<file path="src/rtl/bdring_pkg.sv">
// Package: shared field positions, register selectors and walker states
// for the descriptor ring controller. Assumes 32-bit table words.
package bdring_pkg;
    localparam int BD_OWN  = 15;
    localparam int BD_IRQ  = 14;
    localparam int BD_WRAP = 13;
    localparam int BD_PAD  = 12;
    localparam int BD_CRC  = 11;
    localparam int LEN_LSB = 16;
    localparam int WORD_W  = 32;
    localparam int LEN_W   = 16;

    localparam int REG_SPLIT = 0;
    localparam int REG_CTRL  = 1;
    localparam int REG_IRQ   = 2;

    typedef enum logic [1:0] {
        WK_SCAN  = 2'd0,
        WK_OFFER = 2'd1,
        WK_BUSY  = 2'd2
    } wk_state_e;
endpackage

</file>
<file path="src/rtl/bdring_table.sv">
// Module: descriptor table. Flop array of two words per descriptor with
// one host write/read port and one status write plus status/pointer read
// port per walker. Assumes walkers only write their own current entry;
// on a same-word collision a walker write wins over the host.
module bdring_table
    import bdring_pkg::*;
#(
    parameter int NUM_BD = 8,
    parameter int NUM_WK = 2,
    localparam int IDX_W = $clog2(NUM_BD),
    localparam int WA_W  = IDX_W + 1,
    localparam int WORDS = 2 * NUM_BD
) (
    input  logic                           clk,
    input  logic                           rst_n,
    input  logic                           host_we,
    input  logic [WA_W-1:0]                host_wa,
    input  logic [WORD_W-1:0]              host_wdata,
    output logic [WORD_W-1:0]              host_rword,
    input  logic [NUM_WK-1:0][IDX_W-1:0]   wk_idx,
    output logic [NUM_WK-1:0][WORD_W-1:0]  wk_stat,
    output logic [NUM_WK-1:0][WORD_W-1:0]  wk_ptr,
    input  logic [NUM_WK-1:0]              wk_we,
    input  logic [NUM_WK-1:0][WORD_W-1:0]  wk_wword
);
    logic [WORD_W-1:0] mem [WORDS];

    // Table update: host first, walker status writes take precedence.
    always_ff @(posedge clk) begin
        if (!rst_n) begin
            for (int w = 0; w < WORDS; w++) mem[w] <= '0;
        end else begin
            if (host_we) mem[host_wa] <= host_wdata;
            for (int k = 0; k < NUM_WK; k++) begin
                if (wk_we[k]) mem[{wk_idx[k], 1'b0}] <= wk_wword[k];
            end
        end
    end

    // Host read word, registered in the register block.
    assign host_rword = mem[host_wa];

    // Per-walker read of the current descriptor.
    for (genvar k = 0; k < NUM_WK; k++) begin : g_rd
        assign wk_stat[k] = mem[{wk_idx[k], 1'b0}];
        assign wk_ptr[k]  = mem[{wk_idx[k], 1'b1}];
    end
endmodule

</file>
<file path="src/rtl/bdring_walker.sv">
// Module: one ring walker. Scans its current entry, captures it when owned,
// offers it to the MAC, waits for completion, writes status back and steps
// on (next, or ring start after wrap or the last ring entry).
// Assumes ring_first/ring_cnt only change together with srst.
module bdring_walker
    import bdring_pkg::*;
#(
    parameter int NUM_BD = 8,
    parameter int STAT_W = 8,
    parameter bit IS_RX  = 1'b0,
    localparam int IDX_W = $clog2(NUM_BD),
    localparam int CNT_W = IDX_W + 1
) (
    input  logic              clk,
    input  logic              rst_n,
    input  logic              srst,
    input  logic [IDX_W-1:0]  ring_first,
    input  logic [CNT_W-1:0]  ring_cnt,
    output logic [IDX_W-1:0]  cur_idx,
    input  logic [WORD_W-1:0] stat_word,
    input  logic [WORD_W-1:0] ptr_word,
    output logic              start_valid,
    input  logic              start_ready,
    output logic [WORD_W-1:0] start_ptr,
    output logic [LEN_W-1:0]  start_len,
    output logic [1:0]        start_opt,
    input  logic              done_valid,
    output logic              done_ready,
    input  logic [STAT_W-1:0] done_stat,
    input  logic [LEN_W-1:0]  done_len,
    output logic              wb_en,
    output logic [WORD_W-1:0] wb_word,
    output logic              irq_pulse
);
    wk_state_e         state;
    logic [LEN_W-1:0]  cap_len;
    logic [3:0]        cap_ctl;   // {irq, wrap, pad, crc}
    logic              ring_on;
    logic [CNT_W-1:0]  ring_last;
    logic              at_end;
    logic [IDX_W-1:0]  nxt_idx;

    // Ring geometry and next-index choice.
    assign ring_on   = (ring_cnt != '0);
    assign ring_last = {1'b0, ring_first} + ring_cnt - CNT_W'(1);
    assign at_end    = ({1'b0, cur_idx} == ring_last);
    assign nxt_idx   = (cap_ctl[2] || at_end) ? ring_first : cur_idx + IDX_W'(1);

    // Walker sequencing: scan, offer, wait for completion.
    always_ff @(posedge clk) begin
        if (!rst_n) begin
            state     <= WK_SCAN;
            cur_idx   <= ring_first;
            start_ptr <= '0;
            cap_len   <= '0;
            cap_ctl   <= '0;
        end else if (srst) begin
            state   <= WK_SCAN;
            cur_idx <= ring_first;
        end else begin
            case (state)
                WK_SCAN: begin
                    if (ring_on && stat_word[BD_OWN]) begin
                        start_ptr <= ptr_word;
                        cap_len   <= stat_word[LEN_LSB +: LEN_W];
                        cap_ctl   <= stat_word[BD_CRC +: 4];
                        state     <= WK_OFFER;
                    end
                end
                WK_OFFER: begin
                    if (start_ready) state <= WK_BUSY;
                end
                WK_BUSY: begin
                    if (done_valid) begin
                        cur_idx <= nxt_idx;
                        state   <= WK_SCAN;
                    end
                end
                default: state <= WK_SCAN;
            endcase
        end
    end

    // MAC-side handshake outputs.
    assign start_valid = (state == WK_OFFER);
    assign start_len   = cap_len;
    assign start_opt   = cap_ctl[1:0];
    assign done_ready  = (state == WK_BUSY);

    // Completion: status write-back word, releasing ownership.
    always_comb begin
        wb_word                    = stat_word;
        wb_word[LEN_LSB +: LEN_W]  = IS_RX ? done_len : cap_len;
        wb_word[BD_OWN]            = 1'b0;
        wb_word[BD_CRC +: 4]       = cap_ctl;
        wb_word[STAT_W-1:0]        = done_stat;
    end
    assign wb_en     = done_ready && done_valid;
    assign irq_pulse = wb_en && cap_ctl[3];
endmodule

</file>
<file path="src/rtl/bdring_regs.sv">
// Module: host register space and read path. Holds the ring split, emits
// the soft-reset pulse, keeps sticky interrupt flags, registers read data.
// Assumes one host access per cycle.
module bdring_regs
    import bdring_pkg::*;
#(
    parameter int NUM_BD = 8,
    localparam int IDX_W = $clog2(NUM_BD),
    localparam int CNT_W = IDX_W + 1,
    localparam int HA_W  = IDX_W + 2
) (
    input  logic              clk,
    input  logic              rst_n,
    input  logic              host_wr,
    input  logic              host_rd,
    input  logic [HA_W-1:0]   host_addr,
    input  logic [WORD_W-1:0] host_wdata,
    input  logic [WORD_W-1:0] mem_rword,
    input  logic [1:0]        irq_set,
    output logic              mem_we,
    output logic [CNT_W-1:0]  split,
    output logic              srst,
    output logic [1:0]        irq_flags,
    output logic [WORD_W-1:0] host_rdata
);
    logic              is_reg;
    logic [HA_W-2:0]   sel;
    logic [1:0]        irq_clr;
    logic [WORD_W-1:0] reg_rword;

    // Address decode.
    assign is_reg  = host_addr[HA_W-1];
    assign sel     = host_addr[HA_W-2:0];
    assign mem_we  = host_wr && !is_reg;
    assign srst    = host_wr && is_reg && (sel == (HA_W-1)'(REG_CTRL)) && host_wdata[0];
    assign irq_clr = (host_wr && is_reg && (sel == (HA_W-1)'(REG_IRQ))) ? host_wdata[1:0] : 2'b00;

    // Split register with clamp to the table size.
    always_ff @(posedge clk) begin
        if (!rst_n) begin
            split <= CNT_W'(NUM_BD / 2);
        end else if (host_wr && is_reg && (sel == (HA_W-1)'(REG_SPLIT))) begin
            if (host_wdata > WORD_W'(NUM_BD)) split <= CNT_W'(NUM_BD);
            else                             split <= host_wdata[CNT_W-1:0];
        end
    end

    // Sticky interrupt flags; a set wins over a same-cycle clear.
    always_ff @(posedge clk) begin
        if (!rst_n) irq_flags <= 2'b00;
        else        irq_flags <= (irq_flags & ~irq_clr) | irq_set;
    end

    // Register read mux.
    always_comb begin
        reg_rword = '0;
        if (sel == (HA_W-1)'(REG_SPLIT))    reg_rword[CNT_W-1:0] = split;
        else if (sel == (HA_W-1)'(REG_IRQ)) reg_rword[1:0]       = irq_flags;
    end

    // Registered host read data.
    always_ff @(posedge clk) begin
        if (!rst_n)       host_rdata <= '0;
        else if (host_rd) host_rdata <= is_reg ? reg_rword : mem_rword;
    end
endmodule

</file>
<file path="src/rtl/bdring_ctrl.sv">
// Module: descriptor ring controller top. Shares one table between a
// transmit walker (entries 0..split-1) and a receive walker (entries
// split..NUM_BD-1). Assumes the MAC only completes accepted jobs.
module bdring_ctrl
    import bdring_pkg::*;
#(
    parameter int NUM_BD = 8,
    parameter int STAT_W = 8,
    localparam int IDX_W = $clog2(NUM_BD),
    localparam int CNT_W = IDX_W + 1,
    localparam int HA_W  = IDX_W + 2,
    localparam int NUM_WK = 2
) (
    input  logic              clk,
    input  logic              rst_n,
    input  logic              host_wr,
    input  logic              host_rd,
    input  logic [HA_W-1:0]   host_addr,
    input  logic [31:0]       host_wdata,
    output logic [31:0]       host_rdata,
    output logic              tx_start_valid,
    input  logic              tx_start_ready,
    output logic [31:0]       tx_start_ptr,
    output logic [15:0]       tx_start_len,
    output logic              tx_start_pad,
    output logic              tx_start_crc,
    input  logic              tx_done_valid,
    output logic              tx_done_ready,
    input  logic [STAT_W-1:0] tx_done_stat,
    output logic              rx_start_valid,
    input  logic              rx_start_ready,
    output logic [31:0]       rx_start_ptr,
    output logic [15:0]       rx_start_len,
    input  logic              rx_done_valid,
    output logic              rx_done_ready,
    input  logic [STAT_W-1:0] rx_done_stat,
    input  logic [15:0]       rx_done_len,
    output logic              irq_tx,
    output logic              irq_rx
);
    logic                            mem_we;
    logic [WORD_W-1:0]               mem_rword;
    logic [CNT_W-1:0]                split;
    logic                            srst;
    logic [1:0]                      irq_flags;
    logic [NUM_WK-1:0][IDX_W-1:0]    wk_idx;
    logic [NUM_WK-1:0][WORD_W-1:0]   wk_stat;
    logic [NUM_WK-1:0][WORD_W-1:0]   wk_ptr;
    logic [NUM_WK-1:0]               wk_we;
    logic [NUM_WK-1:0][WORD_W-1:0]   wk_wword;
    logic [NUM_WK-1:0]               wk_irq;
    logic [NUM_WK-1:0][IDX_W-1:0]    ring_first;
    logic [NUM_WK-1:0][CNT_W-1:0]    ring_cnt;
    logic [NUM_WK-1:0]               wk_sv, wk_sr, wk_dv, wk_dr;
    logic [NUM_WK-1:0][WORD_W-1:0]   wk_sptr;
    logic [NUM_WK-1:0][LEN_W-1:0]    wk_slen;
    logic [NUM_WK-1:0][1:0]          wk_opt;
    logic [NUM_WK-1:0][STAT_W-1:0]   wk_dstat;
    logic [NUM_WK-1:0][LEN_W-1:0]    wk_dlen;
    logic [1:0]                      rx_opt_unused;

    // Ring geometry from the split register.
    assign ring_first[0] = '0;
    assign ring_cnt[0]   = split;
    assign ring_first[1] = split[IDX_W-1:0];
    assign ring_cnt[1]   = CNT_W'(NUM_BD) - split;

    // MAC-side inputs gathered per walker (0 = transmit, 1 = receive).
    assign wk_sr    = {rx_start_ready, tx_start_ready};
    assign wk_dv    = {rx_done_valid, tx_done_valid};
    assign wk_dstat = {rx_done_stat, tx_done_stat};
    assign wk_dlen  = {rx_done_len, LEN_W'(0)};

    bdring_regs #(.NUM_BD(NUM_BD)) u_regs (
        .clk        (clk),
        .rst_n      (rst_n),
        .host_wr    (host_wr),
        .host_rd    (host_rd),
        .host_addr  (host_addr),
        .host_wdata (host_wdata),
        .mem_rword  (mem_rword),
        .irq_set    (wk_irq),
        .mem_we     (mem_we),
        .split      (split),
        .srst       (srst),
        .irq_flags  (irq_flags),
        .host_rdata (host_rdata)
    );

    bdring_table #(.NUM_BD(NUM_BD), .NUM_WK(NUM_WK)) u_tbl (
        .clk        (clk),
        .rst_n      (rst_n),
        .host_we    (mem_we),
        .host_wa    (host_addr[HA_W-2:0]),
        .host_wdata (host_wdata),
        .host_rword (mem_rword),
        .wk_idx     (wk_idx),
        .wk_stat    (wk_stat),
        .wk_ptr     (wk_ptr),
        .wk_we      (wk_we),
        .wk_wword   (wk_wword)
    );

    // One walker per direction; the receive one writes the received length.
    for (genvar g = 0; g < NUM_WK; g++) begin : g_wk
        bdring_walker #(
            .NUM_BD (NUM_BD),
            .STAT_W (STAT_W),
            .IS_RX  (g == 1)
        ) u_wk (
            .clk         (clk),
            .rst_n       (rst_n),
            .srst        (srst),
            .ring_first  (ring_first[g]),
            .ring_cnt    (ring_cnt[g]),
            .cur_idx     (wk_idx[g]),
            .stat_word   (wk_stat[g]),
            .ptr_word    (wk_ptr[g]),
            .start_valid (wk_sv[g]),
            .start_ready (wk_sr[g]),
            .start_ptr   (wk_sptr[g]),
            .start_len   (wk_slen[g]),
            .start_opt   (wk_opt[g]),
            .done_valid  (wk_dv[g]),
            .done_ready  (wk_dr[g]),
            .done_stat   (wk_dstat[g]),
            .done_len    (wk_dlen[g]),
            .wb_en       (wk_we[g]),
            .wb_word     (wk_wword[g]),
            .irq_pulse   (wk_irq[g])
        );
    end

    // Port mapping of walker outputs.
    assign tx_start_valid = wk_sv[0];
    assign tx_start_ptr   = wk_sptr[0];
    assign tx_start_len   = wk_slen[0];
    assign tx_start_pad   = wk_opt[0][1];
    assign tx_start_crc   = wk_opt[0][0];
    assign tx_done_ready  = wk_dr[0];
    assign rx_start_valid = wk_sv[1];
    assign rx_start_ptr   = wk_sptr[1];
    assign rx_start_len   = wk_slen[1];
    assign rx_done_ready  = wk_dr[1];
    assign rx_opt_unused  = wk_opt[1];
    assign irq_tx         = irq_flags[0];
    assign irq_rx         = irq_flags[1];
endmodule

</file>
<file path="config.mk">
export PLATFORM = sky130hd
export DESIGN_NAME = bdring_ctrl
export DESIGN_NICKNAME = d
export VERILOG_FILES = /design/src/rtl/bdring_pkg.sv /design/src/rtl/bdring_table.sv /design/src/rtl/bdring_walker.sv /design/src/rtl/bdring_regs.sv /design/src/rtl/bdring_ctrl.sv
export SDC_FILE = /design/constraint.sdc
export NUM_CORES = 2
export LEC_CHECK = 0
export ABC_CLOCK_PERIOD_IN_PS = 4150
export BUFFER_PORTS_ARGS = -buffer_cell sky130_fd_sc_hd__buf_4
export CORE_MARGIN = 3
export CORE_UTILIZATION = 45
export DETAILED_ROUTE_END_ITERATION = 7
export REMOVE_ABC_BUFFERS = 1
export SKIP_LAST_GASP = 1
export SLEW_MARGIN = 20
export SYNTH_ARGS = -nofsm -noshare
export SYNTH_HDL_FRONTEND = slang
export SYNTH_SLANG_ARGS = --single-unit
</file>
<file path="constraint.sdc">
create_clock -name clk -period 4.15 [get_ports clk]
set_input_delay 0.83 -clock clk [delete_from_list [all_inputs] [get_ports clk]]
set_output_delay 0.83 -clock clk [all_outputs]
set_load 0.005 [all_outputs]
</file>
Yosys cells after proc, flatten, opt, wreduce, memory -nomap -nowiden
Memory sizes are Yosys's and may differ from the RTL's. A register that Yosys moved wholly into a read port is not among the register bits.
Cells that the tools add are included.
{ "word_totals": {"elab_cells": 114, "in_bits": 77, "output_inout_bits": 136, "ramBits": 512, "mem_count": 1, "register_bits": 88} }
{ "classes": {"muxes": 42, "add_sub_neg": 6, "n_bitwise": 5, "reduce_logical": 32, "eq_ne": 16, "n_lt_le_gt_ge": 1} }
{ "mem_list": {"columns": ["name", "words", "word_bits", "rd", "rd_clocked_by_memory_dff", "write_ports", "line_no", "text"], "rows": [
  ["u_tbl.mem", 16, 32, 5, 4, 16, "bdring_table.sv:26", "logic [WORD_W-1:0] mem [WORDS];"]
]} }
{ "op_table": {"columns": ["op", "n"], "rows": [
  ["two-way mux 32 bit", 4],
  ["OR reduction 32 bit", 3],
  ["> comparator 32 x 4 -> 1 bit (second input constant)", 1],
  ["two-way mux 4 bit", 7],
  ["two-way mux 2 bit", 10],
  ["two-way mux 3 bit", 6],
  ["two-way mux 1 bit", 13],
  ["logical AND 1 bit", 12],
  ["case mux 2 bit (3 select lines)", 2],
  ["AND reduction 3 bit", 4],
  ["equality test 3 x 4 -> 1 bit", 2],
  ["!= test 2 x 1 -> 1 bit (second input constant)", 4],
  ["nonzero test 4 bit", 2],
  ["subtractor 4 x 1 -> 4 bit (second input constant)", 2],
  ["adder 3 x 1 -> 3 bit (second input constant)", 2],
  ["!= test 3 x 1 -> 1 bit (second input constant)", 2],
  ["adder 3 x 4 -> 4 bit", 1],
  ["equality test 2 x 1 -> 1 bit (second input constant)", 2],
  ["equality test 2 bit (second input constant)", 2],
  ["equality test 4 x 1 -> 1 bit (second input constant)", 1],
  ["equality test 4 x 2 -> 1 bit (second input constant)", 1],
  ["zero test 2 bit", 2],
  ["zero test 4 bit", 1],
  ["!= test 2 bit (second input constant)", 2],
  ["other kinds (9)", 14]
]} }

Depth between registers and ports, before layout
{ "depth": {"ltp_word": 11, "ltp_mapped": 12, "depth_no_buf": 11} }

By module
From an unflattened synthesis, not the netlist that was laid out.
{ "unflattened": {"hier_cells": 3857, "area_unflattened_um2": 44248.7} }
{ "modules_own_cells": {"columns": ["module", "cells_each", "area_per_inst_um2", "seq_area_each_um2", "instances"], "rows": [
  ["bdring_table", 3008, 36767.8, 15374.7, 1],
  ["bdring_walker", 325, 2880.3, 1171.1, 2],
  ["bdring_regs", 192, 1669.1, 760.7, 1],
  ["bdring_ctrl", 7, 51.3, 0.0, 1]
]} }

Worst setup path after synthesis
No wires, ideal clock.
{ "synth_timing": {"kind": "input -> register", "start": "input rst_n", "end": "memory u_tbl.mem[7][0] (enable)", "stages": 5, "n_path_buf": 2, "t_required_ps": 3684, "arrival_ps": 3886, "setup_ps": 466, "slack_ps": -201, "path_cell_list": "buf_2 and3b_1 buf_2 nand3b_1 o21ai_0"} }
{ "synth_rtl": {"columns": ["element", "line_no", "text"], "rows": [
  ["from (decl)", "bdring_ctrl.sv:15", "input logic rst_n,"],
  ["to (decl)", "bdring_table.sv:26", null]
]} }

==> flow_metrics.py <==
metrics = {
    "floorplan": {
        "start_util": 0.455,
        "num_rows": 107,
        "coreArea_sq_um": 85400,
        "die_area_sq_um": 89900,
        "ios": 213,
        "die_w_microns": 300,
        "die_h_microns": 300,
    },
    "layout": {
        "syn_to_final_growth_pct": 13.7,
        "layout_commonest_cell": "edfxtp_1",
        "drive_gt1_frac": 0.288,
        "design_area_sq_um": 44200,
        "fin_util": 0.517,
        "nNetsFinal": 3226,
        "final_cell_mix": "edfxtp_1, mux4_2, buf_4, nor2_1, a22oi_1",
    },
    "detailed_routing": {
        "wl_per_cell_microns": 34.8,
        "dr.pass1.iters": 6,
        "drc": 0,
        "first_iter_violations": 4587,
        "totalWireLength_mm": 151,
        "vias": 30500,
        "routed_via_density": 7.02,
        "drt.antenna.violating_nets": 0,
    },
    "sta": {
        "grt_setup_unrepaired": "false",
        "setup_viol": 0,
        "worst_pin_slew_ps": 971,
        "hold_viol": 0,
        "slew_violations": 0,
        "setup_tns_ps": 0,
        "finalCriticalPeriod_ps": 3460,
        "max_slew_margin": 0.352,
        "period_share": 0.834,
        "clock.fmax_mhz": 289,
        "fin_skew_ps": 23.8,
    },
    "placement": {
        "placed_area_sq_um": 41500,
        "io_buffers": 212,
        "gp_congestion": 0.962,
        "dp_hpwl_mm": 91.2,
    },
    "clocking": {
        "cts_buffer_depth": 3,
        "cts-resized-gates": 0,
        "postCtsHoldBufs": 0,
        "htreeDepth": 3,
        "cts_tree": "built",
        "clk_pin_slew_ps": 70,
        "cts.sinks": 670,
        "post_cts_buffers": 0,
        "cts_made_buffers": 76,
        "root_buffer": "clkbuf_16",
        "clk_latency_ps": 640,
    },
    "setup_path": {
        "required_ps": 4670,
        "worst_setup_path_end_kind": "flip-flop",
        "r2r_setup_slack_ps": 690,
        "critical_path_arrival_ps": 3980,
        "worstSetupStartpoint": "u_regs.split[0]$_SDFFE_PN0P_",
        "rr_startpoint": "u_regs.split[0]$_SDFFE_PN0P_",
        "critPathLaunchType": "flip-flop",
        "critPathKind": "flip-flop to flip-flop",
        "rr_worst_depth": 11,
        "crit_fanout": 8,
    },
    "hold_path": {
        "worstHoldEndpoint": "g_wk[1].u_wk.state[0]$_SDFFE_PP0P_",
        "hp-start": "rx_start_ready",
        "min_path_cells": 2,
        "hp-class": "input pin to flip-flop",
    },
    "yosys": {
        "ys.flop_type": "edfxtp_1",
        "ys_seq_elements": 670,
        "yosysUniqueCellTypes": 64,
        "yosys_warnings": 0,
        "synth_edf_count": 507,
        "synth-async-reset-ratio": 0,
        "avgSynthCellArea_sq_um": 12.4,
        "syn_area_sq_um": 38900,
        "synth_cells": 3144,
        "yosysSeqAreaShare": 0.476,
    },
    "status": {
        "status": "finished clean",
    },
    "grt": {
        "grt-ovfl-total": 0,
        "grt_pass1_wl_mm": 216,
        "grt_pass1_vias": 30200,
        "grt_start_max_net_pins": 77,
        "grtUsageTotal": 0.332,
        "grt_antenna_before_repair": 5,
    },
    "pwr": {
        "power_density_nw_per_um2": 373,
        "ir_drop_uv": 290,
        "p_leak_nw": 15.3,
    },
    "job": {
        "max_cap_violations": 0,
    },
}
==> cell usage after synthesis, types with 9 or more instances <==
cell,count,share of area
o21ai_0,150,0.019
and2_1,134,0.022
buf_4,14,0.0027
nor3_1,20,0.0026
buf_2,90,0.012
o21ai_1,13,0.0017
nor4_1,9,0.0014
mux2i_1,127,0.033
clkbuf_2,14,0.0018
mux4_2,372,0.22
buf_1,28,0.0027
a21oi_1,120,0.015
inv_1,42,0.0041
clkbuf_1,269,0.026
mux2_2,9,0.0026
nor2b_1,12,0.0019
a221oi_1,34,0.0077
nor2_1,286,0.028
a22oi_1,224,0.043
edfxtp_1,507,0.39
nand3_1,14,0.0018
a211oi_2,10,0.0032
nand2_1,168,0.016
a211oi_1,99,0.019
dfxtp_1,163,0.084
and3_1,135,0.022
==> worst max-delay path by stage <==
| stage | endpoint | slack (ps) | cells past startpoint |
|---|---|---|---|
| after floorplan | g_wk[1].u_wk.start_ptr[16]$_SDFFE_PN0P_ | -2580 | 5 |
| after global placement | u_tbl.mem[4][21]$_DFFE_PP_ | 700 | 8 |
| after detailed placement | u_tbl.mem[4][11]$_DFFE_PP_ | 570 | 8 |
| after CTS | flip-flop | 710 | 11 |
| after global routing | flip-flop | 470 | 11 |
| final | flip-flop | 690 | 11 |
==> critical path, stage by stage (launching register included) <==
cell,delay (ps)
dfxtp_1,550
inv_1,140
ha_1,360
xnor2_1,160
ha_1,160
inv_1,60
fa_1,540
xor2_1,190
nand3_1,140
o2111ai_2,400
mux2_2,390
mux2_2,260
==> cells by family (layout without fill, tap and decap cells) <==
kind of cell               after synthesis  after routing  synth area share
other                                    0              3                 0
and+or+nand+nor                        819            819             0.104
adders and majority gates                7              7           0.00245
xor gates and xnor gates                 9              9           0.00238
AOI/OAI and AO/OA                      673            673             0.115
buffers and inverters                  458            519            0.0489
muxes                                  508            508             0.251
DFF                                    670            670             0.476
==> routing by layer <==
| layer | routed length [microns] | track usage | share of wire |
|---|---|---|---|
| met1 | 54900 | 0.444 | 0.36 |
| met2 | 67200 | 0.502 | 0.44 |
| met3 | 20100 | 0.0825 | 0.13 |
| met4 | 9110 | 0.180 | 0.060 |
| met5 | 30 | 0 | 0.00020 |
==> where the power goes <==
| part | total, W | switching (W) | internal, W |
|---|---|---|---|
| Combinational | 0.00179 | 0.00102 | 0.000777 |
| Sequential | 0.00772 | 0.000245 | 0.00747 |
| Clock | 0.00699 | 0.00294 | 0.00405 |
| Total | 0.0165 | 0.00420 | 0.0123 |
==> through the flow <==
stage | setup WS (ps) | power [W] | hold WS, ps | cells
floorplan | -2580 | 0.00871 | 449 | 2729
global placement | 697 | 0.00956 | 441 | 4206
detailed placement | 570 | 0.00960 | 449 | 4206
CTS | 713 | 0.0165 | 397 | 4347
global route | 466 | 0.0169 | 420 | 4352
finish | 688 | 0.0165 | 428 | 4352
==> registers in the layout, summed over array words and instances (netlist names), named ones only <==
register	flops
u_regs.split	4
g_wk.u_wk.state	4
u_tbl.mem	512
g_wk.u_wk.start_ptr	64
g_wk.u_wk.cur_idx	6
g_wk.u_wk.cap_ctl	8
g_wk.u_wk.start_len	32
u_regs.irq_flags	2
u_regs.host_rdata	32
==> cell type report <==
cell class | instances | area [sq um]
Antenna cell | 3 | 7.51
Clock buffer | 103 | 2190
Clock inverter | 38 | 382
Fill cell | 7298 | 41200
Inverter | 43 | 164
Multi-Input combinational cell | 2016 | 18700
Sequential cell | 670 | 18500
Tap cell | 1144 | 1430
Timing Repair Buffer | 335 | 2740
(Power assumes the default switching activity.)
